**src/rtl/intc_pkg.sv**
```systemverilog
package intc_pkg;
    localparam int CORE_N    = 3;
    localparam int CORE_EXT  = 0;
    localparam int CORE_TMR  = 1;
    localparam int CORE_PORT = 2;

    typedef struct packed {
        logic gie;
    } intc_state_t;
endpackage

```
**src/rtl/intc_edge_sync.sv**
```systemverilog
module intc_edge_sync (
    input  logic clk,
    input  logic rst_n,
    input  logic pin,
    input  logic rise_sel,
    output logic edge_pulse
);
    typedef struct packed {
        logic s1;
        logic s2;
        logic prev;
    } sync_t;

    sync_t st_d, st_q;

    always_comb begin
        st_d      = st_q;
        st_d.s1   = pin;
        st_d.s2   = st_q.s1;
        st_d.prev = st_q.s2;
        edge_pulse = rise_sel ? (st_q.s2 & ~st_q.prev) : (~st_q.s2 & st_q.prev);
    end

    always_ff @(posedge clk) begin
        if (!rst_n) st_q <= '0;
        else        st_q <= st_d;
    end

    // a detected edge lasts a single cycle
    assert_edge_single_R1: assert property (@(posedge clk) disable iff (!rst_n)
        (edge_pulse && $stable(rise_sel)) |=> !edge_pulse || $changed(rise_sel));
endmodule

```
**src/rtl/intc_flag_bank.sv**
```systemverilog
module intc_flag_bank #(
    parameter int W = 4
) (
    input  logic         clk,
    input  logic         rst_n,
    input  logic [W-1:0] set,
    input  logic [W-1:0] clr,
    output logic [W-1:0] flags
);
    typedef struct packed {
        logic [W-1:0] f;
    } bank_t;

    bank_t b_d, b_q;

    always_comb begin
        b_d   = b_q;
        b_d.f = (b_q.f & ~clr) | set;
        flags = b_q.f;
    end

    always_ff @(posedge clk) begin
        if (!rst_n) b_q <= '0;
        else        b_q <= b_d;
    end

    // a flag only falls after its clear strobe
    assert_flag_sticky_R3: assert property (@(posedge clk) disable iff (!rst_n)
        1'b1 |=> ((($past(flags) & ~$past(clr)) & ~flags) == '0));

    // set wins over a simultaneous clear
    assert_set_wins_R8: assert property (@(posedge clk) disable iff (!rst_n)
        (set != '0) |=> (($past(set) & ~flags) == '0));
endmodule

```
**src/rtl/intc_top.sv**
```systemverilog
module intc_top
    import intc_pkg::*;
#(
    parameter int NUM_PER = 4,
    parameter int VEC_W   = 13,
    parameter logic [VEC_W-1:0] VECTOR = 13'h0004
) (
    input  logic               clk,
    input  logic               rst_n,
    input  logic               ext_pin,
    input  logic               ext_rise_sel,
    input  logic               tmr_wrap,
    input  logic               port_chg,
    input  logic [NUM_PER-1:0] per_req,
    input  logic [CORE_N-1:0]  core_en,
    input  logic [NUM_PER-1:0] per_en,
    input  logic               per_grp_en,
    input  logic [CORE_N-1:0]  core_clr,
    input  logic [NUM_PER-1:0] per_clr,
    input  logic               gie_wr,
    input  logic               gie_wdata,
    input  logic               irq_ack,
    input  logic               reti,
    output logic [CORE_N-1:0]  core_flags,
    output logic [NUM_PER-1:0] per_flags,
    output logic               gie,
    output logic               irq_cpu,
    output logic               wake,
    output logic [VEC_W-1:0]   vec_addr
);
    logic              ext_edge;
    logic [CORE_N-1:0] core_set;
    logic              core_any;
    logic              per_any;
    intc_state_t       st_d, st_q;

    intc_edge_sync u_edge (
        .clk        (clk),
        .rst_n      (rst_n),
        .pin        (ext_pin),
        .rise_sel   (ext_rise_sel),
        .edge_pulse (ext_edge)
    );

    always_comb begin
        core_set            = '0;
        core_set[CORE_EXT]  = ext_edge;
        core_set[CORE_TMR]  = tmr_wrap;
        core_set[CORE_PORT] = port_chg;
    end

    intc_flag_bank #(.W(CORE_N)) u_core_flags (
        .clk   (clk),
        .rst_n (rst_n),
        .set   (core_set),
        .clr   (core_clr),
        .flags (core_flags)
    );

    intc_flag_bank #(.W(NUM_PER)) u_per_flags (
        .clk   (clk),
        .rst_n (rst_n),
        .set   (per_req),
        .clr   (per_clr),
        .flags (per_flags)
    );

    always_comb begin
        st_d = st_q;
        if (irq_ack)     st_d.gie = 1'b0;
        else if (reti)   st_d.gie = 1'b1;
        else if (gie_wr) st_d.gie = gie_wdata;

        core_any = |(core_flags & core_en);
        per_any  = per_grp_en & (|(per_flags & per_en));
        wake     = core_any | per_any;
        irq_cpu  = wake & st_q.gie;
        vec_addr = irq_cpu ? VECTOR : '0;
        gie      = st_q.gie;
    end

    always_ff @(posedge clk) begin
        if (!rst_n) st_q <= '0;
        else        st_q <= st_d;
    end

    // CPU line needs the global enable
    assert_irq_needs_gie_R5: assert property (@(posedge clk) disable iff (!rst_n)
        irq_cpu |-> gie);

    // every CPU request is also a wake request
    assert_irq_implies_wake_R6: assert property (@(posedge clk) disable iff (!rst_n)
        irq_cpu |-> wake);

    // group enable low blocks peripheral-only requests
    assert_group_gate_R7: assert property (@(posedge clk) disable iff (!rst_n)
        (!per_grp_en && ((core_flags & core_en) == '0)) |-> !wake);

    // acknowledge leaves the global enable low
    assert_ack_clears_gie_R9: assert property (@(posedge clk) disable iff (!rst_n)
        irq_ack |=> !gie);

    // vector only presented with a request
    assert_vec_R10: assert property (@(posedge clk) disable iff (!rst_n)
        !irq_cpu |-> (vec_addr == '0));
endmodule

```
**config.mk**
```make
export PLATFORM = sky130hd
export DESIGN_NAME = intc_top
export DESIGN_NICKNAME = d
export VERILOG_FILES = /design/src/rtl/intc_pkg.sv /design/src/rtl/intc_edge_sync.sv /design/src/rtl/intc_flag_bank.sv /design/src/rtl/intc_top.sv
export SDC_FILE = /design/constraint.sdc
export NUM_CORES = 1
export LEC_CHECK = 0
export CORE_MARGIN = 5
export CORE_UTILIZATION = 29
export DETAILED_ROUTE_END_ITERATION = 10
export GPL_TIMING_DRIVEN = 0
export PLACE_DENSITY = 0.79
export SLEW_MARGIN = 20
export SYNTH_ARGS = -nofsm -noshare
export SYNTH_HDL_FRONTEND = slang
export SYNTH_SLANG_ARGS = --single-unit
```
**constraint.sdc**
```tcl
create_clock -name clk -period 1.4 [get_ports clk]
set_input_delay 0.28 -clock clk [delete_from_list [all_inputs] [get_ports clk]]
set_output_delay 0.28 -clock clk [all_outputs]
set_load 0.01 [all_outputs]
```
### After elaboration in Yosys (flattened, before gate mapping)

Index checks and enable logic that the tools add are counted.
Widths: inputs -> output; s select.

| word-level totals | value |
|---|---|
| bits in registers | 11 |
| latch bits | 0 |
| bits in writable memories | 0 |
| memory bits (read-only) | 0 |
| output and inout bits | 23 |
| memories | 0 |

| operators by class | value |
|---|---|
| add/subtract/negate cells | 0 |
| multiply operators | 0 |
| div/mod/pow operators | 0 |
| magnitude comparators | 0 |
| equality and inequality tests | 0 |
| shift-type cells | 0 |
| muxes and demuxes | 4 |
| bitwise operators | 16 |
| reduce and logical (&&, ||, !) cells | 4 |

Operators by type and width:

| cell | count |
|---|---|
| $and 4x4->4 | 2 |
| $and 3x3->3 | 2 |
| $and 1x1->1 | 4 |
| $not 4->4 | 1 |
| $or 4x4->4 | 1 |
| $reduce_or 4->1 | 1 |
| $mux 1 | 3 |
| $mux 3 | 1 |
| $not 1->1 | 3 |
| $not 3->3 | 1 |
| $or 3x3->3 | 1 |
| $reduce_or 3->1 | 1 |
| $reduce_bool 2->1 | 1 |
| $reduce_or 2->1 | 1 |
| $or 1x1->1 | 1 |

### Logic depth before layout (Yosys ltp)

Gate-level depths: netlist of the first run.

| depth | value |
|---|---|
| depth in word-level cells | 6 |
| depth in mapped cells | 4 |
| depth with buffers taken out | 3 |

### By module

A second synthesis of the first run with hierarchy kept.

| second synthesis, totals | value |
|---|---|
| cells, all modules | 56 |
| area, all modules | 590.6 µm² |

By module, submodules not included:

| module | instances | cells an instance | area each (µm²) |
|---|---|---|---|
| intc_top | 1 | 26 | 198.9 |
| intc_flag_bank (u_per_flags) | 1 | 12 | 165.2 |
| intc_flag_bank (u_core_flags) | 1 | 9 | 123.9 |
| intc_edge_sync | 1 | 9 | 102.6 |

### Least setup slack after synthesis of the first run

Ideal clock, no wire load.

| path | value |
|---|---|
| path type | flip-flop to output port |
| start | register u_per_flags.b_q, in the netlist u_per_flags.flags[0] |
| end | output port vec_addr[2] |
| arrival | 1060 ps |
| data required time | 1120 ps |
| setup slack | 60 ps |
| cell stages (with the launch flop) | 5 |
| cells stage by stage | dfxtp_1 > a22o_1 > a221oi_2 > o22ai_1 > buf_4 |

| on the way | value |
|---|---|
| longest elaborated chain between the ends | 6 |

RTL lines:

| what | line | RTL |
|---|---|---|
| start, declared | intc_flag_bank.sv:14 | `bank_t b_d, b_q;` |
| start signal, assigned | intc_flag_bank.sv:23 | `if (!rst_n) b_q <= '0;` |
| start signal, assigned | intc_flag_bank.sv:24 | `else b_q <= b_d;` |
| $and 4x4->4 | intc_top.sv:75 | `per_any = per_grp_en & (\|(per_flags & per_en));` |
| $reduce_or 4->1 | intc_top.sv:75 |  |
| $and 1x1->1 | intc_top.sv:75 |  |
| $or 1x1->1 | intc_top.sv:76 | `wake = core_any \| per_any;` |
| $and 1x1->1 | intc_top.sv:77 | `irq_cpu = wake & st_q.gie;` |
| named net irq_cpu | intc_top.sv:27 | `output logic irq_cpu,` |
| $mux 3 | intc_top.sv:78 | `vec_addr = irq_cpu ? VECTOR : '0;` |
| end, declared | intc_top.sv:29 | `output logic [VEC_W-1:0] vec_addr` |

The timed path passes the listed nets, and every way through them passes these cells.

### Worst setup path after layout of the first run

| path | value |
|---|---|
| start | input port per_en[1] |
| end | output port vec_addr[2] |

| on the way | value |
|---|---|
| longest elaborated chain between the ends | 6 |

RTL lines:

| what | line | RTL |
|---|---|---|
| start, declared | intc_top.sv:16 | `input logic [NUM_PER-1:0] per_en,` |
| $and 4x4->4 | intc_top.sv:75 |  |
| $reduce_or 4->1 | intc_top.sv:75 |  |
| $and 1x1->1 | intc_top.sv:75 |  |
| $or 1x1->1 | intc_top.sv:76 |  |
| $and 1x1->1 | intc_top.sv:77 |  |
| $mux 3 | intc_top.sv:78 |  |

No other way between the ends.

==> impl_metrics.json, run 1 <==
{
  "outcome": "complete, but fails checks",
  "violations": "setup timing",
  "ys_async_sr_fraction": 0,
  "powerDensity_nw_per_um2": 733,
  "r2r_slack_ps": 540,
  "min_delay_path_depth": 1,
  "fin_util": 0.606,
  "wl_per_cell_um": 10.5,
  "grt_pass1_wl_um": 2090,
  "start_util": 0.307,
  "nNetsFinal": 145,
  "htreeDepth": 1,
  "synth_seq_cells": 11,
  "yosys_warnings": 0,
  "skew_ps": 0.119,
  "worstSkewPairLatency_ps": 260,
  "synth_top_area_cell": "dfxtp_1",
  "fin_hold_ws_ps": 437,
  "dp_hpwl_um": 1270,
  "grt_usage": 0.103,
  "hold_end": "u_edge.st_d[0]",
  "yosys-top-cells-count": "13 x buf_4, 11 x dfxtp_1, 8 x nor2b_1",
  "rsz0062_at_grt": "yes",
  "ys.flop_type": "dfxtp_1",
  "timing.rr.end": "gie",
  "leakagePower_nw": 0.510,
  "drive_gt1_frac": 0.252,
  "synth-edff-count": 0,
  "worst_slack_ps": -270,
  "synth_compound_area_frac": 0.199,
  "coreArea_um2": 1750,
  "finalSetupViolations": 3,
  "vias": 545,
  "dp.cells": 132,
  "synthCells": 57,
  "grt_max_degree": 11,
  "drtIter0Drc": 5,
  "power_w": 0.000776,
  "synth_area_um2": 536,
  "ys_top_cells_by_area": "dfxtp_1 41%, buf_4 18%, nor2b_1 9.3%",
  "fillers": 179,
  "reg2reg_from": "gie",
  "critPathLaunchType": "input pin",
  "num_io_pins": 52,
  "synth_top_area_frac": 0.411,
  "yosysMostFrequentCell": "buf_4",
  "critPathKind": "input pin to output port",
  "synth-simple-area-share": 0.178,
  "chipHeight_um": 53.0,
  "synth_cell_type_count": 18,
  "syn2layout_area_growth_pct": 97.7,
  "grt_overflow_total": 0,
  "gp_congestion": 0.762,
  "die_w_um": 53.0,
  "ys_seq_area_frac": 0.411,
  "drv_cap": 0,
  "cts_buffers": 3,
  "slew_viol_final": 0,
  "synthAdderAreaFrac": 0,
  "fmax_mhz": 599,
  "numPortBuffers": 39,
  "synthMuxAreaShare": 0,
  "endpoint_kind": "output port",
  "drt-total-wl_um": 1460,
  "vdd_ir_drop_max_uv": 466,
  "tns_ps": -698,
  "fin_crit_ps": 1670,
  "synth_xor_area_frac": 0,
  "min_path_type": "register to register",
  "path_clk_slew_ps": 70,
  "antenna_found_initial": 0,
  "worstPathMaxFanout": 2,
  "finalHoldViolations": 0,
  "cts-root-buf": "clkbuf_4",
  "cp.arrival_ps": 1390,
  "cts_hold_buffers": 0,
  "crit_required_ps": 1120,
  "remaining_drc_errors": 0,
  "fin_crit_sh": 1.19,
  "vias_per_cell": 3.89,
  "cts_buffer_depth": 2,
  "synth_top_family_by_area": "buffers and inverters",
  "antenna_cells": 0,
  "syn_area_per_cell_um2": 9.39,
  "final_cells": 140,
  "ant_nets": 0,
  "hold_start": "u_edge.st_d[1]",
  "die-area_um2": 2810,
  "grt_pass1_vias": 488,
  "r2r_cells": 3,
  "cts_tree": "yes",
  "firstDrtPassIters": 4,
  "cts.sinks": 11,
  "rows": 15
}
## worst max-delay path: stages
cell             delay [ps]
clkdlybuf4s50_1         440
a221oi_4                310
o22ai_2                 100
buf_4                   140
buf_6                   110
## registers in the layout (all words and copies together), names as in the netlist
signal and flops:
gie 1, u_core_flags.flags 3, u_edge.st_d 2, u_edge.st_q 1, u_per_flags.flags 4
## stage by stage
step | area, µm² | setup WS [ps]
after floorplan | 577 | 60.2
after global placement | 998 | -761
after detailed placement | 998 | -761
final | 1060 | -270
after CTS | 1020 | -319
after global routing | 1060 | -370
## final cells by class
| class | count | area, µm² | area share |
|---|---|---|---|
| Buffer | 14 | 103 | 0.0969 |
| Clock buffer | 4 | 26.3 | 0.0248 |
| Sequential cell | 11 | 223 | 0.210 |
| Tap cell | 25 | 31.3 | 0.0296 |
| Multi-Input combinational cell | 41 | 268 | 0.253 |
| Inverter | 2 | 7.51 | 0.00709 |
| Timing Repair Buffer | 43 | 400 | 0.378 |
## cells by family (layout without fill, tap and decap cells)
family                 count (synthesis)  count (layout)
buffers and inverters                 16              63
AOI/OAI and AO/OA                     13              13
other                                  1              12
DFF                                   11              11
and+or+nand+nor                       16              16
## metal layers
layer	part of all wire	GRT usage	wire length [µm]
met5	0	0	0
met4	0.0055	0.0511	8
met3	0.096	0.0366	141
met2	0.55	0.194	801
met1	0.35	0.0969	513
## placed cells by master (no fill, tap or decap), types with 2 or more instances in the layout
| cell type | instances |
|---|---|
| clkdlybuf4s50_1 | 24 |
| buf_4 | 17 |
| conb_1 | 12 |
| dlygate4sd2_1 | 11 |
| dfxtp_1 | 9 |
| nor2b_1 | 8 |
| o21a_1 | 6 |
| buf_2 | 3 |
| and2_1 | 3 |
| clkbuf_4 | 3 |
| inv_1 | 2 |
| nand2_1 | 2 |
| nor3b_1 | 2 |
| dfxtp_2 | 2 |
## power by group
group / leakage [nW] / switching [W] / total [W] / internal (W)
Combinational: 0.404 / 0.0000761 / 0.000225 / 0.000149
Clock: 0.0150 / 0.0000974 / 0.000207 / 0.000110
Sequential: 0.0917 / 0.0000123 / 0.000343 / 0.000331
## worst max path at each step
stage / startpoint / slack, ps / endpoint
3_3_place_gp: core_en[0] / -760 / vec_addr[2]
5_1_grt: u_per_flags.flags[0] / -370 / vec_addr[2]
2_1_floorplan: u_per_flags.flags[0] / 60 / vec_addr[2]
3_5_place_dp: per_en[0] / -760 / vec_addr[2]
4_1_cts: u_per_flags.flags[0] / -320 / vec_addr[2]
6_report: per_en[1] / -270 / vec_addr[2]
## what timing repair did
| item | 4_1_cts | 5_1_grt |
|---|---|---|
| setup endpoints to repair | 11 | 4 |
| resized for setup | 25 | 5 |
| buffers inserted | 2 | 2 |
| pin swaps | 3 | 3 |
Note: power is estimated with default switching activity, not from simulation.
==> inputs of run 2 (changes only) <==
==> constraint.sdc (replaced) <==
create_clock -name clk -period 1.4 [get_ports clk]
set_input_delay 0.14 -clock clk [delete_from_list [all_inputs] [get_ports clk]]
set_output_delay 0.14 -clock clk [all_outputs]
set_load 0.01 [all_outputs]
==> impl_metrics.json, run 2 (same netlist as run 1, synthesis figures left out) <==
{
  "outcome": "complete, but fails checks",
  "violations": "setup timing",
  "p_comb_frac": 0.295,
  "firstDrtPassIters": 4,
  "drt-total-wl_um": 1480,
  "gp_congestion": 0.762,
  "vdd_ir_drop_max_uv": 464,
  "vias_per_cell": 3.90,
  "cts-root-buf": "clkbuf_4",
  "cts_hold_buffers": 0,
  "critPathLaunchType": "register",
  "reg2reg_from": "gie",
  "start_util": 0.307,
  "leakagePower_nw": 0.491,
  "cp.arrival_ps": 1400,
  "worstPathMaxFanout": 2,
  "drtIter0Drc": 5,
  "hold_start": "irq_ack",
  "hold_end": "gie",
  "cts_tree": "yes",
  "htreeDepth": 1,
  "power_w": 0.000780,
  "min_delay_path_depth": 2,
  "powerDensity_nw_per_um2": 733,
  "nNetsFinal": 144,
  "vias": 542,
  "wl_per_cell_um": 10.6,
  "grt_usage": 0.104,
  "fin_crit_sh": 1.10,
  "finalHoldViolations": 0,
  "ant_nets": 0,
  "path_clk_slew_ps": 70,
  "grt_overflow_total": 0,
  "drv_cap": 0,
  "final_cell_mix": "34 x clkdlybuf4s50_1, 16 x buf_4, 12 x conb_1, 8 x nor2b_1, 8 x dfxtp_1",
  "rows": 15,
  "die-area_um2": 2810,
  "cts_buffer_depth": 2,
  "antenna_cells": 0,
  "grt_max_degree": 11,
  "grt_pass1_vias": 491,
  "largest_register_ffs": 4,
  "cts.sinks": 11,
  "numPortBuffers": 39,
  "fin_crit_ps": 1540,
  "critPathKind": "register to output port",
  "cts_buffers": 3,
  "slew_viol_final": 0,
  "remaining_drc_errors": 0,
  "skew_ps": 0.119,
  "timing.rr.end": "gie",
  "die_w_um": 53.0,
  "tns_ps": -317,
  "syn2layout_area_growth_pct": 98.8,
  "endpoint_kind": "output port",
  "swShare": 0.235,
  "final_common_cell": "clkdlybuf4s50_1",
  "r2r_cells": 3,
  "coreArea_um2": 1750,
  "dp_hpwl_um": 1270,
  "switchingPower_w": 0.000183,
  "power_frac_seq": 0.441,
  "crit_required_ps": 1260,
  "min_path_type": "input pin to register",
  "antenna_found_initial": 0,
  "rsz0062_at_grt": "yes",
  "num_io_pins": 52,
  "worst_slack_ps": -143,
  "fin_util": 0.610,
  "chipHeight_um": 53.0,
  "worstSkewPairLatency_ps": 260,
  "r2r_slack_ps": 540,
  "p_int_w": 0.000597,
  "finalSetupViolations": 3,
  "clock_power_share": 0.264,
  "drive_gt1_frac": 0.246,
  "fillers": 165,
  "fmax_mhz": 648,
  "grt_pass1_wl_um": 2100
}
run 2: cell types whose count changed in the layout (fill, tap and decap cells not counted), sizes merged:
cell	delta
dlygate4sd2	-11
clkdlybuf4s50	+10
dlymetal6s2s	+1
buf	-1
run 2: area by class of cell:
class,count,area [µm²],area share
plain buffers,14,103,0.0964
clock buffers,4,26.3,0.0247
inverters,2,7.51,0.00705
multi-input cells,41,264,0.248
flip-flops and latches,11,224,0.210
well taps,25,31.3,0.0294
repair buffers,42,409,0.384
run 2: power by group through the flow:
| stage | Sequential [W] | Combinational, W | Clock [W] |
|---|---|---|---|
| CTS | 0.000342 | 0.000225 | 0.000221 |
| floorplan | 0.000354 | 0.0000839 | 0 |
| global placement | 0.000349 | 0.000216 | 0 |
| global route | 0.000346 | 0.000249 | 0.000234 |
| detailed placement | 0.000349 | 0.000218 | 0 |
| finish | 0.000344 | 0.000230 | 0.000206 |
run 2: worst max path at each step:
| stage | from | end | slack (ps) | cells after the start |
|---|---|---|---|---|
| 2_1_floorplan | u_per_flags.flags[0] | vec_addr[2] | 200 | 4 |
| 3_3_place_gp | core_en[0] | vec_addr[2] | -480 | 5 |
| 3_5_place_dp | per_en[0] | vec_addr[2] | -480 | 6 |
| 4_1_cts | u_per_flags.flags[0] | vec_addr[2] | -160 | 5 |
| 5_1_grt | u_per_flags.flags[0] | wake | -260 | 5 |
| 6_report | u_per_flags.flags[0] | vec_addr[2] | -140 | 5 |
run 2: repair_timing:
item | CTS | global route
buffers inserted | 3 | 0
resized for setup | 15 | 5
setup endpoints to repair | 3 | 5
pin swaps | 1 | 0
run 2: critical path, cell delays in order (launching register included):
cell and delay, ps:
dfxtp_2 320, a22o_1 220, a221oi_4 220, o22ai_2 130
buf_4 150, buf_6 110
run 2: through the flow:
step                setup slack [ps]  cells  cell area [µm²]  hold WS (ps)
floorplan                        200     68              577           216
global placement                -481    132              998           414
detailed placement              -481    132              998           421
CTS                             -159    139             1040           405
global route                    -255    139             1060           404
finish                          -143    139             1060           422
run 2: metal layers:
| layer | part of all wire | track usage |
|---|---|---|
| met2 | 0.55 | 0.194 |
| met1 | 0.34 | 0.0986 |
| met3 | 0.10 | 0.0366 |
| met5 | 0 | 0 |
| met4 | 0.0054 | 0.0511 |
==> inputs of run 3 (changes only) <==
--- a/config.mk
+++ b/config.mk
@@ -10,7 +10,7 @@
 export DETAILED_ROUTE_END_ITERATION = 10
 export GPL_TIMING_DRIVEN = 0
 export PLACE_DENSITY = 0.79
-export SLEW_MARGIN = 20
+export SLEW_MARGIN = 30
 export SYNTH_ARGS = -nofsm -noshare
 export SYNTH_HDL_FRONTEND = slang
 export SYNTH_SLANG_ARGS = --single-unit
==> results of run 3 <==
Final layout, timing and power as in run 2 (identical DEF).
